==> src/rtl/dcache_pkg.sv <==
package dcache_pkg;

  typedef enum logic [2:0] {
    ST_IDLE,
    ST_TAG_CHECK,
    ST_WRITEBACK,
    ST_REFILL,
    ST_WRITE_MEM,
    ST_RESPOND
  } ctlState_e;

  // strobes from control to datapath
  typedef struct packed {
    logic latchReq;     // capture a new processor request
    logic mergeStore;   // merge store bytes into the addressed word
    logic markDirty;    // set dirty bit of the addressed line
    logic refillBeat;   // write one refill beat into the line store
    logic finishRefill; // install tag, set valid, clear dirty
    logic selVictim;    // memory address from the stored tag
    logic selSingle;    // single-word memory write of the request
  } dpCtl_t;

endpackage

==> src/rtl/dcache_datapath.sv <==
module dcache_datapath
  import dcache_pkg::*;
#(
  parameter int ADDR_W     = 12,
  parameter int WORD_BYTES = 8,
  parameter int LINE_BYTES = 32,
  parameter int NUM_LINES  = 8,
  parameter int WRITE_BACK = 1,
  localparam int WORD_W = WORD_BYTES * 8,
  localparam int BEATS  = LINE_BYTES / WORD_BYTES,
  localparam int BEAT_W = $clog2(BEATS)
) (
  input  logic              clk,
  input  logic              rstN,
  input  dpCtl_t            ctl,
  input  logic [BEAT_W-1:0] beatIdx,
  input  logic              cpuWe,
  input  logic [ADDR_W-1:0] cpuAddr,
  input  logic [WORD_W-1:0] cpuWdata,
  input  logic [WORD_BYTES-1:0] cpuBe,
  input  logic [WORD_W-1:0] memRdata,
  output logic              reqWe,
  output logic              lineHit,
  output logic              lineDirty,
  output logic [WORD_W-1:0] cpuRdata,
  output logic [ADDR_W-1:0] memAddr,
  output logic [WORD_W-1:0] memWdata,
  output logic [WORD_BYTES-1:0] memBe
);

  localparam int WOFF_W = $clog2(WORD_BYTES);
  localparam int OFF_W  = $clog2(LINE_BYTES);
  localparam int IDX_W  = $clog2(NUM_LINES);
  localparam int TAG_W  = ADDR_W - OFF_W - IDX_W;
  localparam int SLOTS  = NUM_LINES * BEATS;

  logic [ADDR_W-1:0]     reqAddr;
  logic [WORD_W-1:0]     reqWdata;
  logic [WORD_BYTES-1:0] reqBe;

  logic [TAG_W-1:0]  tagArr   [NUM_LINES];
  logic [NUM_LINES-1:0] validBits;
  logic [NUM_LINES-1:0] dirtyBits;
  logic [WORD_W-1:0] lineData [SLOTS];

  logic [IDX_W-1:0]  reqIdx;
  logic [TAG_W-1:0]  reqTag;
  logic [BEAT_W-1:0] reqWord;
  logic [WORD_W-1:0] oldWord;
  logic [WORD_W-1:0] mergedWord;

  assign reqIdx  = reqAddr[OFF_W +: IDX_W];
  assign reqTag  = reqAddr[ADDR_W-1 -: TAG_W];
  assign reqWord = reqAddr[WOFF_W +: BEAT_W];
  assign oldWord = lineData[{reqIdx, reqWord}];

  // request capture
  always_ff @(posedge clk) begin
    if (!rstN) begin
      reqAddr  <= '0;
      reqWdata <= '0;
      reqBe    <= '0;
      reqWe    <= 1'b0;
    end else if (ctl.latchReq) begin
      reqAddr  <= cpuAddr;
      reqWdata <= cpuWdata;
      reqBe    <= cpuBe;
      reqWe    <= cpuWe;
    end
  end

  // byte-lane merge
  for (genvar b = 0; b < WORD_BYTES; b++) begin : g_lane
    assign mergedWord[b*8 +: 8] = reqBe[b] ? reqWdata[b*8 +: 8] : oldWord[b*8 +: 8];
  end

  // line store
  always_ff @(posedge clk) begin
    if (ctl.refillBeat) begin
      lineData[{reqIdx, beatIdx}] <= memRdata;
    end else if (ctl.mergeStore) begin
      lineData[{reqIdx, reqWord}] <= mergedWord;
    end
  end

  // tag array
  always_ff @(posedge clk) begin
    if (ctl.finishRefill) begin
      tagArr[reqIdx] <= reqTag;
    end
  end

  // status bits
  always_ff @(posedge clk) begin
    if (!rstN) begin
      validBits <= '0;
      dirtyBits <= '0;
    end else if (ctl.finishRefill) begin
      validBits[reqIdx] <= 1'b1;
      dirtyBits[reqIdx] <= 1'b0;
    end else if (ctl.markDirty) begin
      dirtyBits[reqIdx] <= 1'b1;
    end
  end

  assign lineHit   = validBits[reqIdx] && (tagArr[reqIdx] == reqTag);
  assign lineDirty = validBits[reqIdx] && dirtyBits[reqIdx];
  assign cpuRdata  = oldWord;

  // memory-side address and data
  always_comb begin
    if (ctl.selSingle) begin
      memAddr  = {reqAddr[ADDR_W-1:WOFF_W], {WOFF_W{1'b0}}};
      memWdata = reqWdata;
      memBe    = reqBe;
    end else begin
      memAddr  = ctl.selVictim ? {tagArr[reqIdx], reqIdx, {OFF_W{1'b0}}}
                               : {reqTag, reqIdx, {OFF_W{1'b0}}};
      memWdata = lineData[{reqIdx, beatIdx}];
      memBe    = '1;
    end
  end


  refill_hit_chk: assert property (@(posedge clk) disable iff (!rstN)
    ctl.finishRefill |=> lineHit);


  wt_clean_chk: assert property (@(posedge clk) disable iff (!rstN)
    (WRITE_BACK == 0) |-> (dirtyBits == '0));

endmodule

==> src/rtl/dcache_control.sv <==
module dcache_control
  import dcache_pkg::*;
#(
  parameter int BEATS       = 4,
  parameter int WRITE_BACK  = 1,
  parameter int WRITE_ALLOC = 1,
  localparam int BEAT_W = $clog2(BEATS)
) (
  input  logic              clk,
  input  logic              rstN,
  input  logic              cpuValid,
  input  logic              reqWe,
  input  logic              lineHit,
  input  logic              lineDirty,
  input  logic              memAck,
  input  logic              memBeatValid,
  output dpCtl_t            ctl,
  output logic [BEAT_W-1:0] beatIdx,
  output logic              cpuReady,
  output logic              cpuDone,
  output logic              memReq,
  output logic              memWe,
  output logic              memBurst
);

  ctlState_e state, nextState;
  logic [BEAT_W-1:0] beatCnt;
  logic ackSeen;
  logic lastBeat;
  logic memPhase;

  assign lastBeat = (beatCnt == BEAT_W'(BEATS - 1));
  assign memPhase = (state == ST_WRITEBACK) || (state == ST_REFILL) || (state == ST_WRITE_MEM);

  always_comb begin
    nextState = state;
    ctl = '0;
    ctl.selVictim = (state == ST_WRITEBACK);
    ctl.selSingle = (state == ST_WRITE_MEM);
    case (state)
      ST_IDLE, ST_RESPOND: begin
        if (cpuValid) begin
          ctl.latchReq = 1'b1;
          nextState = ST_TAG_CHECK;
        end else begin
          nextState = ST_IDLE;
        end
      end
      ST_TAG_CHECK: begin
        if (lineHit) begin
          if (reqWe) begin
            ctl.mergeStore = 1'b1;
            if (WRITE_BACK != 0) begin
              ctl.markDirty = 1'b1;
              nextState = ST_RESPOND;
            end else begin
              nextState = ST_WRITE_MEM;
            end
          end else begin
            nextState = ST_RESPOND;
          end
        end else if (reqWe && (WRITE_ALLOC == 0)) begin
          nextState = ST_WRITE_MEM;
        end else if (lineDirty) begin
          nextState = ST_WRITEBACK;
        end else begin
          nextState = ST_REFILL;
        end
      end
      ST_WRITEBACK: begin
        if (memBeatValid && lastBeat) nextState = ST_REFILL;
      end
      ST_REFILL: begin
        ctl.refillBeat = memBeatValid;
        if (memBeatValid && lastBeat) begin
          ctl.finishRefill = 1'b1;
          nextState = ST_TAG_CHECK;
        end
      end
      ST_WRITE_MEM: begin
        if (memBeatValid) nextState = ST_RESPOND;
      end
      default: nextState = ST_IDLE;
    endcase
  end

  always_ff @(posedge clk) begin
    if (!rstN) begin
      state   <= ST_IDLE;
      beatCnt <= '0;
      ackSeen <= 1'b0;
    end else begin
      state <= nextState;
      if (nextState != state) begin
        beatCnt <= '0;
        ackSeen <= 1'b0;
      end else begin
        if (memPhase && memBeatValid) beatCnt <= beatCnt + 1'b1;
        if (memAck) ackSeen <= 1'b1;
      end
    end
  end

  assign beatIdx  = beatCnt;
  assign cpuReady = (state == ST_IDLE) || (state == ST_RESPOND);
  assign cpuDone  = (state == ST_RESPOND);
  assign memReq   = memPhase && !ackSeen;
  assign memWe    = (state == ST_WRITEBACK) || (state == ST_WRITE_MEM);
  assign memBurst = (state == ST_WRITEBACK) || (state == ST_REFILL);


  mem_busy_ready_chk: assert property (@(posedge clk) disable iff (!rstN)
    memReq |-> !cpuReady);


  req_hold_chk: assert property (@(posedge clk) disable iff (!rstN)
    (memReq && !memAck) |=> memReq);


  wt_single_chk: assert property (@(posedge clk) disable iff (!rstN)
    ((WRITE_BACK == 0) && memReq && memWe) |-> !memBurst);


  done_quiet_chk: assert property (@(posedge clk) disable iff (!rstN)
    cpuDone |-> !memReq);

endmodule

==> src/rtl/dcache_ctl.sv <==
module dcache_ctl
  import dcache_pkg::*;
#(
  parameter int ADDR_W      = 12,
  parameter int WORD_BYTES  = 8,
  parameter int LINE_BYTES  = 32,
  parameter int NUM_LINES   = 8,
  parameter int WRITE_BACK  = 1,
  parameter int WRITE_ALLOC = 1
) (
  input  logic                    clk,
  input  logic                    rstN,
  input  logic                    cpuValid,
  output logic                    cpuReady,
  input  logic                    cpuWe,
  input  logic [ADDR_W-1:0]       cpuAddr,
  input  logic [WORD_BYTES*8-1:0] cpuWdata,
  input  logic [WORD_BYTES-1:0]   cpuBe,
  output logic                    cpuDone,
  output logic [WORD_BYTES*8-1:0] cpuRdata,
  output logic                    memReq,
  input  logic                    memAck,
  output logic                    memWe,
  output logic                    memBurst,
  output logic [ADDR_W-1:0]       memAddr,
  output logic [WORD_BYTES*8-1:0] memWdata,
  output logic [WORD_BYTES-1:0]   memBe,
  input  logic                    memBeatValid,
  input  logic [WORD_BYTES*8-1:0] memRdata
);

  localparam int BEATS  = LINE_BYTES / WORD_BYTES;
  localparam int BEAT_W = $clog2(BEATS);

  dpCtl_t ctl;
  logic [BEAT_W-1:0] beatIdx;
  logic reqWe, lineHit, lineDirty;

  dcache_control #(
    .BEATS(BEATS), .WRITE_BACK(WRITE_BACK), .WRITE_ALLOC(WRITE_ALLOC)
  ) u_ctl (
    .clk(clk), .rstN(rstN), .cpuValid(cpuValid), .reqWe(reqWe),
    .lineHit(lineHit), .lineDirty(lineDirty), .memAck(memAck),
    .memBeatValid(memBeatValid), .ctl(ctl), .beatIdx(beatIdx),
    .cpuReady(cpuReady), .cpuDone(cpuDone), .memReq(memReq),
    .memWe(memWe), .memBurst(memBurst)
  );

  dcache_datapath #(
    .ADDR_W(ADDR_W), .WORD_BYTES(WORD_BYTES), .LINE_BYTES(LINE_BYTES),
    .NUM_LINES(NUM_LINES), .WRITE_BACK(WRITE_BACK)
  ) u_dp (
    .clk(clk), .rstN(rstN), .ctl(ctl), .beatIdx(beatIdx), .cpuWe(cpuWe),
    .cpuAddr(cpuAddr), .cpuWdata(cpuWdata), .cpuBe(cpuBe),
    .memRdata(memRdata), .reqWe(reqWe), .lineHit(lineHit),
    .lineDirty(lineDirty), .cpuRdata(cpuRdata), .memAddr(memAddr),
    .memWdata(memWdata), .memBe(memBe)
  );

endmodule

==> config.mk <==
export PLATFORM = sky130hd
export DESIGN_NAME = dcache_ctl
export DESIGN_NICKNAME = d
export VERILOG_FILES = /design/src/rtl/dcache_pkg.sv /design/src/rtl/dcache_datapath.sv /design/src/rtl/dcache_control.sv /design/src/rtl/dcache_ctl.sv
export SDC_FILE = /design/constraint.sdc
export NUM_CORES = 2
export LEC_CHECK = 0
export CORE_MARGIN = 2
export CORE_UTILIZATION = 55
export CTS_CLUSTER_SIZE = 20
export DETAILED_ROUTE_END_ITERATION = 7
export DONT_BUFFER_PORTS = 1
export GPL_ROUTABILITY_DRIVEN = 1
export PLACE_DENSITY = 0.73
export SLEW_MARGIN = 0
export SYNTH_ARGS = -nofsm -noshare
export SYNTH_HDL_FRONTEND = slang
export SYNTH_SLANG_ARGS = --single-unit
export TNS_END_PERCENT = 10
==> constraint.sdc <==
create_clock -name clk -period 5.4 [get_ports clk]
set_clock_uncertainty 0.2 [all_clocks]
set_input_delay 1.08 -clock clk [delete_from_list [all_inputs] [get_ports clk]]
set_output_delay 1.08 -clock clk [all_outputs]
set_load 0.02 [all_outputs]
Word level (Yosys, flattened, before mapping):

Memories as Yosys holds them, arrays and structs flattened. A register that Yosys moved wholly into a read port is not among the register bits.
Cells that the tools add are included.

* bitwise gates (word level): 5
* $add $sub $neg: 1
* reduce and logical (&&, ||, !) cells: 16
* magnitude comparators: 2
* eq/ne operators: 8
* multiplexer cells: 48

Operators by type and width (count)
* $mux 64: 2
* $mux 8: 11
* $reduce_or 64->1: 1
* $mux 12: 2
* $mux 3: 6
* $mux 1: 16
* $or 8x8->8: 2
* $mux 5: 3
* $pmux 3 s5: 1
* $and 8x8->8: 1
* $mux 2: 4
* $not 8->8: 1
* $bmux 1 s3: 2
* $eq 3x2->1 const B: 2
* $eq 3x3->1 const B: 2
* $logic_and 1x1->1: 6
* $eq 4x4->1: 1
* $logic_or 1x1->1: 4
* $lt 3x4->1 const B: 1
* $reduce_or 2->1: 2
* $demux 1 s3: 1
* $eq 3x1->1 const B: 1
* $ge 3x1->1 const B: 1
* $logic_not 3->1: 1
* 6 further kinds: 6

* input port bits: 154
* bits in registers: 107
* bits in writable memories: 2080
* logic and storage cells: 91
* memories: 2

Memory list
* u_dp.lineData: words 32, width 64, read ports 2, clocked after Yosys merged registers in 1, wr ports 1, line dcache_datapath.sv:44 `logic [WORD_W-1:0] lineData [SLOTS];`
* u_dp.tagArr: words 8, width 4, read ports 1, clocked after Yosys merged registers in 1, wr ports 1, line dcache_datapath.sv:41 `logic [TAG_W-1:0] tagArr [NUM_LINES];`

Depth between registers and ports, before layout:

* word-level depth: 10
* gate-level depth with buffers: 11

By module:

Synthesis repeated with hierarchy kept, for this count alone.

* cells, all modules: 5881
* area total of the unflattened synthesis: 101115.7 um2

By module, submodules not included
* dcache_datapath: area each 100547.7 um2, instances 1, cells each 5821
* dcache_control: area each 568.0 um2, instances 1, cells each 60

Worst setup path before layout:

Ideal clock, no wire load.

* path kind: register to register
* from: register (tool-made name)
* to: memory u_dp.lineData[12][0] (netlist bit), enable pin
* arrival: 5.216 ns
* cell stages (with the launch flop): 10
* slack: -0.523 ns
* library setup time: 0.507 ns
* cell sequence: dfxtp_1 > buf_4 > buf_2 > mux2i_1 > mux4_2 > xor2_1 > nor2b_1 > clkbuf_1 > nand3_1 > a21oi_1

RTL lines (line)
* end, declared: dcache_datapath.sv:44

Final worst setup path:

* from: register u_ctl.beatCnt[1] (netlist: u_ctl.beatIdx[1])
* to: output memWdata[1]

* word-level cells in the longest chain between the ends: 2

RTL lines
* start, declared: line dcache_control.sv:27 `logic [BEAT_W-1:0] beatCnt;`
* start signal, assigned: line dcache_control.sv:98 `if (memPhase && memBeatValid) beatCnt <= beatCnt + 1'b1;`
* $mem_v2 32x64
* $mux 64: line dcache_datapath.sv:112 `if (ctl.selSingle) begin`
* end, declared: line dcache_ctl.sv:26 `output logic [WORD_BYTES*8-1:0] memWdata,`

No other way between the ends.

==> results.md <==
* Area growth, synth to finish at 13.2%
* M1 WL at between 100000 and 150000 um
* Slew @ Worst Pin at 1370 ps
* Post-synth top area cell: edfxtp_1
* Die Span Y at about 430 um
* Core Box Area at between 0.15 and 0.2 mm2
* Clk slew on worst S/H paths at around 60 ps
* First-pass GRT wire length at roughly 440000 um
* DP Area at roughly 0.11 mm2
* Synth cell count leaders: edfxtp_1 (2080), mux4_2 (942), mux2i_1 (385), clkbuf_1 (281), nand2_1 (222)
* Outcome: finished, final reports clean
* CP Cell Sequence: buf_4 > mux4_2 > nand2_1 > o21ai_0 > a21oi_1 > a21oi_1 > buf_4
* Worst ir drop on vdd at about 0.00027 V
* Gr usage total at roughly 34%
* I/O pin count at between 300 and 400
* P_leak at 34.2 nW
* Post-synth EDFFs at 2080
* Sequential area share after synthesis at 64.2%
* Setup violators final at 0
* Maximum root-to-sink buffer count at 3
* Synth cell types at 49
* Antenna viol nets, final at 0
* Full die area at around 0.19 mm2
* Top FF cell, synth: edfxtp_1
* Reg area at roughly 0.065 mm2
* Worst Hold Class: in -> reg
* Worst EP required at about 4000 ps
* Vias at between 60k and 70k
* Grt total ovfl at 0
* Hold-fix buffers at CTS at 0
* Largest stage delay, worst path at approximately 1000 ps
* Largest net degree at the start of global routing at about 110
* Top-area cell type share of the netlist area at between 60 and 70%
* Drt first pass iters at 6
* Met2 routed WL at 149000 um
* Startpoint Class: flip-flop
* CP Capture Type: primary output
* Syn avg cell area at 18.5 um2
* Relative slew slack at between 8 and 9%
* Final wirelength at between 300000 and 400000 um
* Max cap viols at 0
* Via density at 7.52
* Synth top area cells: edfxtp_1 (62%), mux4_2 (21%), mux2i_1 (3.8%), dfxtp_1 (2.2%), a22oi_1 (1.4%)
* Worst Path Max Fanout at 43
* Initial antenna violation count at 9
* H-tree Lvls at 4
* Fin crit period at ~5300 ps
* Sinks on Clock Net at around 2.2k
* Top layer in use: met5
* Worst Path Arrival at about 4000 ps
* Yosys warns at 0
* Core Rows at about 160
* Initial Util at a little under three fifths
* Initial drt markers at 10.3k
* Setup Crit Path Kind: reg -> out
* RSZ-0062 raised after global routing: no
* Synth Cell Area at roughly 0.1 mm2
* Syn Inst Count at about 5.4k
* # Post-CTS Setup Buffers at 0
* Fraction of registers with async set/reset at 0%
* Fmax at between 150 and 200 MHz
* Final period utilization at slightly below 100%
* Metal3 WL at 40900 um
* Slowest cell on crit path: dfxtp_4
* Fill count at roughly 12k
* Post-route cell area at 0.114 mm2
* Root buffer cell: clkbuf_16
* Worst-Skew Late Latency at roughly 900 ps
* Vias in the first global route at just over 60k
* TritonCTS clock tree: built
* Fin. max-slew vios at 0
* Residual DRC count at 0
* IO Port Bufs at 0
* Fin nets at just under 6k
* Num CTS Buffers at around 220
* Synth Register Bits at 2189
* Die span in x at ~430 um
* Share of layout cells above drive strength 1 at 32.9%
* Total power at roughly 37 mW
* Placer Congestion at 0.865
* Most common cell in the netlist: edfxtp_1
* Area of the multi-input gates at between 0.03 and 0.04 mm2
* Avg WL per Cell at just under 40 um
* Final hold vios at 0
* Post-detail-place hpwl at ~180000 um
* PwrDens at around 330 mW/mm2
-- cell type report --
class                           instances  share of cell area (%)
Clock buffer                          275                    5.14
Clock inverter                        140                    1.14
Tap cell                             2385                    2.62
Sequential cell                      2189                    56.7
Inverter                               65                   0.215
Multi-Input combinational cell       2738                    30.5
Timing Repair Buffer                  393                    3.59
Antenna cell                           11                  0.0241
-- cell families (layout without fill, tap and decap cells) --
family / after synthesis / after routing / synth area share [%]
AOI/OAI and AO/OA: 776 / 776 / 5.23
xor gates and xnor gates: 3 / 3 / 0.0261
adders and majority gates: 1 / 1 / 0.0124
buffers and inverters: 524 / 873 / 2.15
DFF: 2189 / 2189 / 64.2
muxes: 1422 / 1422 / 26.0
other: 1 / 14 / 0.00372
and+or+nand+nor: 533 / 533 / 2.42
-- layout by cell type, fill, tap and decap left out, drive strengths merged, types with 108 or more instances in the layout --
cell type  synthesis  final
a22oi            194    194
buf              178    393
clkbuf           281    275
clkinv             0    108
dfxtp            109    109
edfxtp          2080   2080
mux2i            385    385
mux4             942    942
nand2            222    222
o22ai            169    169
-- critical path, delay by kind of cell, from the launching register on --
kind | cells | cell delay, ps
buf+inv | 2 | 740
mux | 1 | 260
flops | 1 | 1010
simple gates | 1 | 60
compound gates | 3 | 1070
-- flip-flops by register name, indices dropped and copies added, names as in the netlist, named ones only --
register / cells
u_dp.lineData: 2048
u_dp.reqWdata: 64
u_dp.tagArr: 32
u_dp.reqAddr: 9
u_dp.reqBe: 8
u_dp.validBits: 8
u_ctl.state: 3
u_ctl.beatIdx: 2
u_ctl.ackSeen: 1
u_dp.reqWe: 1
-- layer usage --
layer	vias to the layer above	GRT usage [%]
met4	4	16.2
met1	32200	45.0
met3	859	8.96
met5	-	0
met2	5109	52.4
li1	23500	-
-- where the power goes --
group,leakage [nW],total [mW],internal (mW),switching (mW)
clock,3.50,15.2,8.53,6.67
sequential,19.6,18.7,18.6,0.129
combinational,11.1,3.30,1.23,2.08
-- per-stage QoR --
stage / std cells / TNS, ps / hold WS (ps) / worst slack [ps] / utilization (%)
after floorplan: 5451 / -1069960 / 235 / -523 / -
after global placement: 7770 / 0 / 242 / 856 / 58.5
after detailed placement: 7770 / 0 / 251 / 834 / 58.5
after CTS: 8185 / 0 / 74.5 / 14.8 / 62.5
after global routing: 8187 / 0 / 122 / 10.1 / 62.5
final: 8196 / 0 / 121 / 63.3 / 62.5
-- path summary, 6_finish.rpt --
check	startpoint	endpoint	slack [ps]	cells past startpoint
worst max-delay path	u_ctl.beatIdx[1]	memWdata[1]	60	7
worst min register to register	u_dp.validBits[6]	u_dp.validBits[6]	270	1
worst max register to register	flip-flop	u_dp.lineData[15][24]	890	10
worst min-delay path	cpuWdata[49]	u_dp.reqWdata[49]	120	2
-- repair_timing --
item / in CTS / in global routing
resized for setup: 1 / 1
pin swaps: 0 / 0
setup endpoints to repair: 13 / 4
Power figures use the tool's default switching activity.
